<file path="src/rtl/hrf_pkg.sv">
`timescale 1ns/1ps
package hrf_pkg;
  localparam int BUS_AW = 8;
  localparam logic [BUS_AW-1:0] OFS_GEN  = 8'h10;
  localparam logic [BUS_AW-1:0] OFS_STS  = 8'h1C;
  localparam logic [BUS_AW-1:0] OFS_SRC  = 8'h20;
  localparam logic [BUS_AW-1:0] OFS_DIG  = 8'h24;
  localparam logic [BUS_AW-1:0] OFS_KEY  = 8'h28;
  localparam logic [BUS_AW-1:0] OFS_LEN  = 8'h2C;
  localparam logic [BUS_AW-1:0] OFS_JOB  = 8'h30;
  localparam int STS_BUSY_BIT = 0;
  localparam int STS_DONE_BIT = 9;

  function automatic logic [31:0] low_mask(input int bits);
    logic [63:0] m;
    m = (64'd1 << bits) - 64'd1;
    return m[31:0];
  endfunction
endpackage

</file>
<file path="src/rtl/hrf_masked_reg.sv">
`timescale 1ns/1ps
module hrf_masked_reg #(
  parameter logic [31:0] KEEP = 32'hFFFF_FFFF
) (
  input  logic        clk,
  input  logic        rst_n,
  input  logic        wr_en,
  input  logic [31:0] wdata,
  output logic [31:0] q
);
  logic [31:0] q_r;
  logic [31:0] q_nxt;

  always_comb begin
    q_nxt = q_r;
    if (wr_en) q_nxt = wdata & KEEP;
  end

  always_ff @(posedge clk or negedge rst_n) begin
    if (!rst_n) q_r <= '0;
    else if (wr_en) q_r <= q_nxt;
  end

  assign q = q_r;
endmodule

</file>
<file path="src/rtl/hrf_job_ctrl.sv">
`timescale 1ns/1ps
module hrf_job_ctrl (
  input  logic        clk,
  input  logic        rst_n,
  input  logic        job_wr,
  input  logic        sts_wr,
  input  logic [31:0] wdata,
  input  logic        job_done_i,
  output logic [31:0] job_word,
  output logic        start,
  output logic        busy,
  output logic        done
);
  import hrf_pkg::*;

  logic [31:0] word_r, word_nxt;
  logic        start_r, start_nxt;
  logic        busy_r, busy_nxt;
  logic        done_r, done_nxt;
  logic        accept;
  logic        finish;
  logic        clear;

  assign accept = job_wr && !busy_r;
  assign finish = job_done_i && busy_r;
  assign clear  = sts_wr && wdata[STS_DONE_BIT];

  always_comb begin
    word_nxt  = accept ? wdata : word_r;
    start_nxt = accept;
    busy_nxt  = busy_r;
    if (accept)      busy_nxt = 1'b1;
    else if (finish) busy_nxt = 1'b0;
    done_nxt = done_r;
    if (finish)     done_nxt = 1'b1;
    else if (clear) done_nxt = 1'b0;
  end

  always_ff @(posedge clk or negedge rst_n) begin
    if (!rst_n) begin
      word_r  <= '0;
      start_r <= 1'b0;
      busy_r  <= 1'b0;
      done_r  <= 1'b0;
    end else begin
      if (accept) word_r <= word_nxt;
      start_r <= start_nxt;
      busy_r  <= busy_nxt;
      done_r  <= done_nxt;
    end
  end

  assign job_word = word_r;
  assign start    = start_r;
  assign busy     = busy_r;
  assign done     = done_r;
endmodule

</file>
<file path="src/rtl/hash_regfront.sv">
`timescale 1ns/1ps
module hash_regfront #(
  parameter int ADDR_BITS  = 31,
  parameter int LEN_BITS   = 28,
  parameter int ALIGN_BITS = 3
) (
  input  logic        clk,
  input  logic        rst_n,
  input  logic [7:0]  bus_addr,
  input  logic        bus_we,
  input  logic [31:0] bus_wdata,
  output logic [31:0] bus_rdata,
  output logic [31:0] src_addr_o,
  output logic [31:0] dig_addr_o,
  output logic [31:0] key_addr_o,
  output logic [31:0] data_len_o,
  output logic [31:0] job_word_o,
  output logic        job_start_o,
  input  logic        job_done_i,
  output logic        irq_o
);
  import hrf_pkg::*;

  localparam logic [31:0] PTR_MASK = low_mask(ADDR_BITS);
  localparam logic [31:0] DIG_MASK = PTR_MASK & ~low_mask(ALIGN_BITS);
  localparam logic [31:0] LEN_MASK = low_mask(LEN_BITS);
  localparam int NREG = 5;
  localparam logic [NREG-1:0][7:0]  REG_OFS  = {OFS_LEN, OFS_KEY, OFS_DIG, OFS_SRC, OFS_GEN};
  localparam logic [NREG-1:0][31:0] REG_KEEP = {LEN_MASK, PTR_MASK, DIG_MASK, PTR_MASK, 32'hFFFF_FFFF};

  logic [NREG-1:0][31:0] reg_q;
  logic        busy_q;
  logic        done_q;
  logic [31:0] status;

  for (genvar i = 0; i < NREG; i++) begin : g_reg
    hrf_masked_reg #(.KEEP(REG_KEEP[i])) u_reg (
      .clk   (clk),
      .rst_n (rst_n),
      .wr_en (bus_we && (bus_addr == REG_OFS[i])),
      .wdata (bus_wdata),
      .q     (reg_q[i])
    );
  end

  hrf_job_ctrl u_ctrl (
    .clk        (clk),
    .rst_n      (rst_n),
    .job_wr     (bus_we && (bus_addr == OFS_JOB)),
    .sts_wr     (bus_we && (bus_addr == OFS_STS)),
    .wdata      (bus_wdata),
    .job_done_i (job_done_i),
    .job_word   (job_word_o),
    .start      (job_start_o),
    .busy       (busy_q),
    .done       (done_q)
  );

  always_comb begin
    status = '0;
    status[STS_BUSY_BIT] = busy_q;
    status[STS_DONE_BIT] = done_q;
  end

  always_comb begin
    case (bus_addr)
      OFS_GEN: bus_rdata = reg_q[0];
      OFS_STS: bus_rdata = status;
      OFS_SRC: bus_rdata = reg_q[1];
      OFS_DIG: bus_rdata = reg_q[2];
      OFS_KEY: bus_rdata = reg_q[3];
      OFS_LEN: bus_rdata = reg_q[4];
      OFS_JOB: bus_rdata = job_word_o;
      default: bus_rdata = '0;
    endcase
  end

  assign src_addr_o = reg_q[1];
  assign dig_addr_o = reg_q[2];
  assign key_addr_o = reg_q[3];
  assign data_len_o = reg_q[4];
  assign irq_o      = done_q;
endmodule

</file>
<file path="config.mk">
export PLATFORM = sky130hd
export DESIGN_NAME = hash_regfront
export DESIGN_NICKNAME = d
export VERILOG_FILES = /design/src/rtl/hrf_pkg.sv /design/src/rtl/hrf_masked_reg.sv /design/src/rtl/hrf_job_ctrl.sv /design/src/rtl/hash_regfront.sv
export SDC_FILE = /design/constraint.sdc
export NUM_CORES = 1
export LEC_CHECK = 0
export ABC_CLOCK_PERIOD_IN_PS = 1900
export BUFFER_PORTS_ARGS = -buffer_cell sky130_fd_sc_hd__buf_2
export CAP_MARGIN = 20
export CORE_UTILIZATION = 52
export DETAILED_ROUTE_END_ITERATION = 16
export PLACE_DENSITY_LB_ADDON = 0.15
export SLEW_MARGIN = 25
export SYNTH_ARGS = -nofsm -noshare
export SYNTH_HDL_FRONTEND = slang
export SYNTH_SLANG_ARGS = --single-unit
</file>
<file path="constraint.sdc">
create_clock -name clk -period 1.9 [get_ports clk]
set_input_delay 0.19 -clock clk [delete_from_list [all_inputs] [get_ports clk]]
set_output_delay 0.19 -clock clk [all_outputs]
set_load 0.02 [all_outputs]
</file>
==> summary.md, run 1 <==
| Metric | Value |
|---|---|
| Final Max Tran Viols | `0` |
| Warnings, synthesis | `0` |
| Syn avg cell area | `13.9 sq um` |
| Synth area leader | `dfrtp_1` |
| CTS H-tree depth | `4` |
| Global route overflow | `0` |
| R2R depth | `4` |
| Initial core utilization | `52.9%` |
| Tcrit/Tclk final | `102%` |
| Crit path max fanout | `2` |
| Final Util | `69.3%` |
| Row count | `46` |
| Internal Power | `6960 uW` |
| Deepest clock path buffer count | `2` |
| Worst setup margin | `-0.0285 ns` |
| Comb pwr share | `10.7%` |
| Setup CP Type | `reg2out` |
| Critical Path Start | `g_reg[3].u_reg.q[9]` |
| Final #Nets | `924` |
| Setup repair after global routing missed its margin | `yes` |
| Sink Count | `185` |
| First-pass GRT wire length | `37.4 mm` |
| Pin count of the biggest net entering global routing | `55` |
| Final WL | `24.5 mm` |
| Reg2Reg Setup Slack | `0.52 ns` |
| Maximum clock frequency | `519 MHz` |
| Clock transition at path regs | `0.07 ns` |
| Post-synth top flop | `dfrtp_1` |
| FF-to-FF Start | `u_ctrl.busy` |
| Hold WS | `0.0469 ns` |
| Root Buffer | `clkbuf_16` |
| TritonCTS clock tree | `yes` |
| Maximum vdd drop | `619 uV` |
| Worst hold path type | `in2reg` |
| Fraction of layout cells with a size suffix above 1 | `60.0%` |
| Final hold vios | `0` |
| Flop pwr share | `46.4%` |
| DIE HEIGHT | `129 um` |
| Switching Share | `24.3%` |
| Cells after Synth | `604` |
| Post-synth top area share | `55.3%` |
| Area grow syn2layout | `31.0%` |
| Status | `finished, violations left` |
| DRC violations left | `0` |
| Total power | `9200 uW` |
| Slew @ Worst Pin | `0.517 ns` |
| Drt pass-1 iters | `5` |
| Number of synthesized flops with an enable pin | `0` |
| Die area | `0.0166 sq mm` |
| Max cap viols | `0` |
| Clk_lat worst skew | `0.43 ns` |
| Crit path required time | `1.71 ns` |
| Pleak | `0.00587 uW` |
| CP Launch Type | `flip-flop` |
| Clock power frac | `42.8%` |
| Yosys cell types | `39` |
| Crit path DAT | `1.74 ns` |
| Relative slew slack | `65.5%` |
| Clk_skew | `0.00772 ns` |
| CP endpoint kind | `output pin` |
| Routed vias/inst | `5.86` |
| CP endpoint | `bus_rdata[9]` |
| CTS buffer count | `17` |
| Switching pwr | `2240 uW` |
| Reg2reg end | `u_ctrl.job_word[30]` |
| IO Pins | `238` |
| Initial DRC Count | `416` |
| Core Box Area | `0.0158 sq mm` |
| HPWL Detailed | `17.0 mm` |
| Fillers | `1,169` |
| GRT Total Usage | `30.3%` |
| Sequential share of the synthesized area | `55.3%` |
| Gpl congestion | `0.842` |
| Die X | `129 um` |
| Vias in the first global route | `6,711` |
| Via count | `6,515` |
| Area contributors post-synth | `dfrtp_1 55%, mux2_2 25%, a22oi_1 3.1%` |
| Ys async rst share | `100%` |
| DRT antenna net count | `0` |
| PwrDens | `839 mW/mm^2` |
| Setup violators final | `1` |
| I/O Buffers | `227` |
| #FFs+latches synth | `185` |
| Initial antenna violation count | `2` |
| Post-Syn Area | `0.00837 sq mm` |
| Failing checks | `negative setup slack` |
| Post-DR wirelength/cell | `22.0 um` |
| Final worst path period need | `1.93 ns` |
[final cells by class]
cell class                 instances  area [sq um]  area share (%)
antenna                            2          5.00          0.0456
clock buffer                      22           474            4.32
clock inverter                    10           190            1.73
inverter                           2          7.51          0.0684
multi-input combinational        374          3560            32.5
sequential                       185          4630            42.2
tap                              216           270            2.46
timing repair buffer             300          1830            16.7
[worst max-delay path: stages (launching register included)]
cell     delay, ns
dfrtp_1       0.38
mux2_4        0.27
a22oi_1       0.14
nor2_1        0.06
a311o_1       0.31
buf_6         0.15
[power by group through the flow]
stage          sequential (uW)  clock [uW]  combinational, uW
3_5_place_dp              4340           0                954
4_1_cts                   4270        4000                975
5_1_grt                   4290        4150               1060
6_report                  4270        3940                986
3_3_place_gp              4330           0                925
2_1_floorplan             4500           0                305
[stage by stage]
stage / instance area [sq um] / setup WS, ns / std cells / setup TNS, ns
final: 11000 / -0.0285 / 1111 / -0.0285
after global routing: 11000 / -0.0718 / 1111 / -0.142
after CTS: 10800 / -0.0437 / 1099 / -0.0437
after detailed placement: 10000 / -0.0505 / 1059 / -0.283
after global placement: 10000 / -0.0157 / 1059 / -0.0250
after floorplan: 8410 / 0.00592 / 613 / 0
[how the worst min path moves through the flow]
stage,start,end,depth (start not counted)
6_report,bus_wdata[28],g_reg[0].u_reg.q[28],2
5_1_grt,bus_wdata[28],u_ctrl.job_word[28],2
4_1_cts,bus_wdata[30],g_reg[0].u_reg.q[30],2
3_5_place_dp,rst_n,g_reg[1].u_reg.q[15],1
3_3_place_gp,rst_n,g_reg[2].u_reg.q[15],1
2_1_floorplan,rst_n,g_reg[0].u_reg.q[0],0
[flip-flops by register name (all words and copies together) (netlist names)]
register and flops:
g.u_reg.q 150, u_ctrl.busy 1, u_ctrl.done 1, u_ctrl.job_word 32, u_ctrl.start 1
[cell usage after synthesis (all sizes together) (2+ instances only)]
cell / n
nor4b: 3
mux2i: 11
a21oi: 12
nor2b: 3
o21ai: 12
nand3: 4
clkbuf: 14
nand2: 14
o22ai: 9
and4bb: 2
o221ai: 10
buf: 38
and2: 4
a222oi: 15
a22o: 12
nor2: 15
mux2: 192
a22oi: 35
dfrtp: 185
nand4: 3
inv: 2
[routing by layer]
layer	up-vias	share of wire [%]	track usage, %
li1	2823	-	-
met1	3360	42	39.0
met2	298	49	49.3
met3	34	7.2	8.11
met4	0	2.0	11.6
met5	-	0	0
[cells in the final DEF, fill, tap and decap left out, types with 2 or more instances in the layout]
cell	instances
nand4_1	2
nand2_1	13
inv_1	2
clkinv_4	2
nand3_4	2
nand3_2	2
dlygate4sd3_1	3
clkbuf_8	3
a21oi_1	10
clkbuf_1	2
buf_6	7
and2_1	3
mux2_1	3
o221ai_2	2
clkinvlp_4	3
buf_4	68
mux2_2	188
a22o_1	12
nor4b_4	3
conb_1	10
mux2i_1	11
o22ai_1	9
clkbuf_16	17
o221ai_1	8
a22oi_1	35
bufinv_16	5
o21ai_1	11
nor2b_1	2
a222oi_1	15
buf_12	6
diode_2	2
buf_2	215
dfrtp_1	185
nor2_1	15
[repair_timing]
action	CTS	global route
setup buffers	5	11
pin swaps	2	7
endpoints found under the setup margin	13	19
hold buffers	3	0
resized for setup	14	24
hold endpoints to repair	49	0
[cells by family after synthesis]
group | after synthesis | synth area share, %
DFF | 185 | 55.3
and+or+nand+nor | 54 | 4.38
buffers and inverters | 54 | 3.60
other | 1 | 0.0448
muxes | 203 | 27.1
AOI/OAI and AO/OA | 107 | 9.56
Power figures use the tool's default switching activity.
==> run 2: changes to the inputs <==
--- a/config.mk
+++ b/config.mk
@@ -6,10 +6,10 @@
 export NUM_CORES = 1
 export LEC_CHECK = 0
 export ABC_CLOCK_PERIOD_IN_PS = 1900
-export BUFFER_PORTS_ARGS = -buffer_cell sky130_fd_sc_hd__buf_2
 export CAP_MARGIN = 20
-export CORE_UTILIZATION = 52
+export CORE_UTILIZATION = 59
 export DETAILED_ROUTE_END_ITERATION = 16
+export DONT_BUFFER_PORTS = 1
 export PLACE_DENSITY_LB_ADDON = 0.15
 export SLEW_MARGIN = 25
 export SYNTH_ARGS = -nofsm -noshare
==> summary.md, run 2 (synthesis gave the netlist of run 1 again) <==
| Metric | Value |
|---|---|
| Commonest non-fill, non-tap cell in the layout | `mux2_2` |
| Global route overflow | `0` |
| Hold buffers post-CTS | `34` |
| Crit path required time | `1.71 ns` |
| Crit path DAT | `1.80 ns` |
| Final hold vios | `185` |
| PwrDens | `860 mW/mm^2` |
| Total power | `8530 uW` |
| CP Launch Type | `flip-flop` |
| Max cap viols | `0` |
| Core Box Area | `0.0139 sq mm` |
| DRT antenna net count | `0` |
| Fraction of layout cells with a size suffix above 1 | `48.5%` |
| I/O Buffers | `0` |
| Finished Cell Area | `0.00992 sq mm` |
| First-pass GRT wire length | `34.6 mm` |
| Die area | `0.0147 sq mm` |
| CP endpoint kind | `output pin` |
| Worst hold path type | `in2async` |
| Post-DR wirelength/cell | `26.2 um` |
| Sink Count | `185` |
| Final worst path period need | `1.99 ns` |
| CTS buffer count | `17` |
| Tcrit/Tclk final | `105%` |
| Via count | `5,763` |
| Hold WS | `-0.544 ns` |
| Crit path max fanout | `3` |
| Slew @ Worst Pin | `0.500 ns` |
| Cell Area, Placed | `0.00890 sq mm` |
| GRT Total Usage | `32.1%` |
| Initial core utilization | `60.3%` |
| Most frequent cells in the layout | `188 x mux2_2, 152 x dfrtp_1, 60 x buf_4, 34 x dlygate4sd3_1, 33 x dfrtp_2` |
| Largest register FFs | `150` |
| Deepest clock path buffer count | `2` |
| Worst setup margin | `-0.0873 ns` |
| Area grow syn2layout | `18.4%` |
| Maximum vdd drop | `573 uV` |
| Setup CP Type | `reg2out` |
| Die X | `121 um` |
| FF-to-FF Start | `u_ctrl.busy` |
| Pin count of the biggest net entering global routing | `186` |
| Final #Nets | `722` |
| IO Pins | `238` |
| Root Buffer | `clkbuf_16` |
| Final WL | `22.8 mm` |
| Setup repair after global routing missed its margin | `yes` |
| Row count | `43` |
| Vias in the first global route | `6,032` |
| Number of inserted diodes | `0` |
| Drt pass-1 iters | `8` |
| Critical Path Start | `g_reg[1].u_reg.q[21]` |
| HPWL Detailed | `14.8 mm` |
| Status | `finished, violations left` |
| Clk_skew | `0.00608 ns` |
| Initial DRC Count | `445` |
| Pleak | `0.00472 uW` |
| DIE HEIGHT | `121 um` |
| Setup violators final | `6` |
| DRC violations left | `0` |
| Routed vias/inst | `6.63` |
| TritonCTS clock tree | `yes` |
| Maximum clock frequency | `503 MHz` |
| Failing checks | `negative hold slack, negative setup slack` |
| Clk_lat worst skew | `0.43 ns` |
| CTS H-tree depth | `4` |
| Clock transition at path regs | `0.06 ns` |
| Relative slew slack | `66.7%` |
| Final Max Tran Viols | `0` |
| Initial antenna violation count | `0` |
| Gpl congestion | `0.846` |
-- run 2: where the power goes --
group / leakage [uW] / internal [uW] / switching, uW
Combinational: 0.00193 / 252 / 200
Clock: 0.000298 / 2130 / 1440
Sequential: 0.00250 / 4130 / 373
Total: 0.00472 / 6520 / 2020
-- run 2: worst max-delay path: stages (launching register included) --
cell	delay (ns)
dfrtp_2	0.48
a22o_1	0.27
a222oi_1	0.31
o21ai_1	0.13
buf_4	0.18
-- run 2: metrics by stage --
| stage | utilization [%] | hold slack, ns | setup WS (ns) | std cells | setup TNS, ns |
|---|---|---|---|---|---|
| after floorplan | - | -0.106 | 0.00592 | 613 | 0 |
| final | 71.4 | -0.544 | -0.0873 | 869 | -0.250 |
| after global placement | 64.1 | -0.102 | 0.00639 | 805 | 0 |
| after CTS | 71.1 | -0.565 | -0.129 | 869 | -0.340 |
| after detailed placement | 64.1 | -0.101 | -0.0486 | 805 | -0.0554 |
| after global routing | 71.4 | -0.572 | -0.135 | 869 | -0.576 |
-- run 2: layout make-up --
| type | count | area (sq um) |
|---|---|---|
| Clock buffer | 24 | 512 |
| Clock inverter | 6 | 87.6 |
| Fill cell | 937 | 3970 |
| Inverter | 2 | 7.51 |
| Multi-Input combinational cell | 374 | 3540 |
| Sequential cell | 185 | 4670 |
| Tap cell | 180 | 225 |
| Timing Repair Buffer | 98 | 871 |
-- run 2: path summary, 6_finish.rpt --
| path | endpoint | depth (start not counted) | slack, ns |
|---|---|---|---|
| setup / recovery | bus_rdata[21] | 4 | -0.09 |
| hold / removal | g_reg[0].u_reg.q[5] | 0 | -0.54 |
| setup reg to reg | u_ctrl.job_word[3] | 4 | 0.54 |
| max in group asynchronous | g_reg[3].u_reg.q[4] | 0 | 2.02 |
| hold reg to reg | g_reg[0].u_reg.q[6] | 1 | 0.50 |
| min in group clk | g_reg[3].u_reg.q[5] | 2 | 0.14 |
-- run 2: metal layers --
layer	vias up	track usage (%)	part of all wire (%)
li1	2414	-	-
met1	3007	38.5	37
met2	300	52.3	50
met3	42	11.5	10
met4	0	13.8	2.3
met5	-	0	0
-- run 2: what timing repair did --
action / in CTS / in global routing
buffers inserted: 0 / 0
setup endpoints to repair: 9 / 19
pin swaps: 1 / 3
resized for setup: 17 / 25
endpoints found under the hold margin: 369 / 185
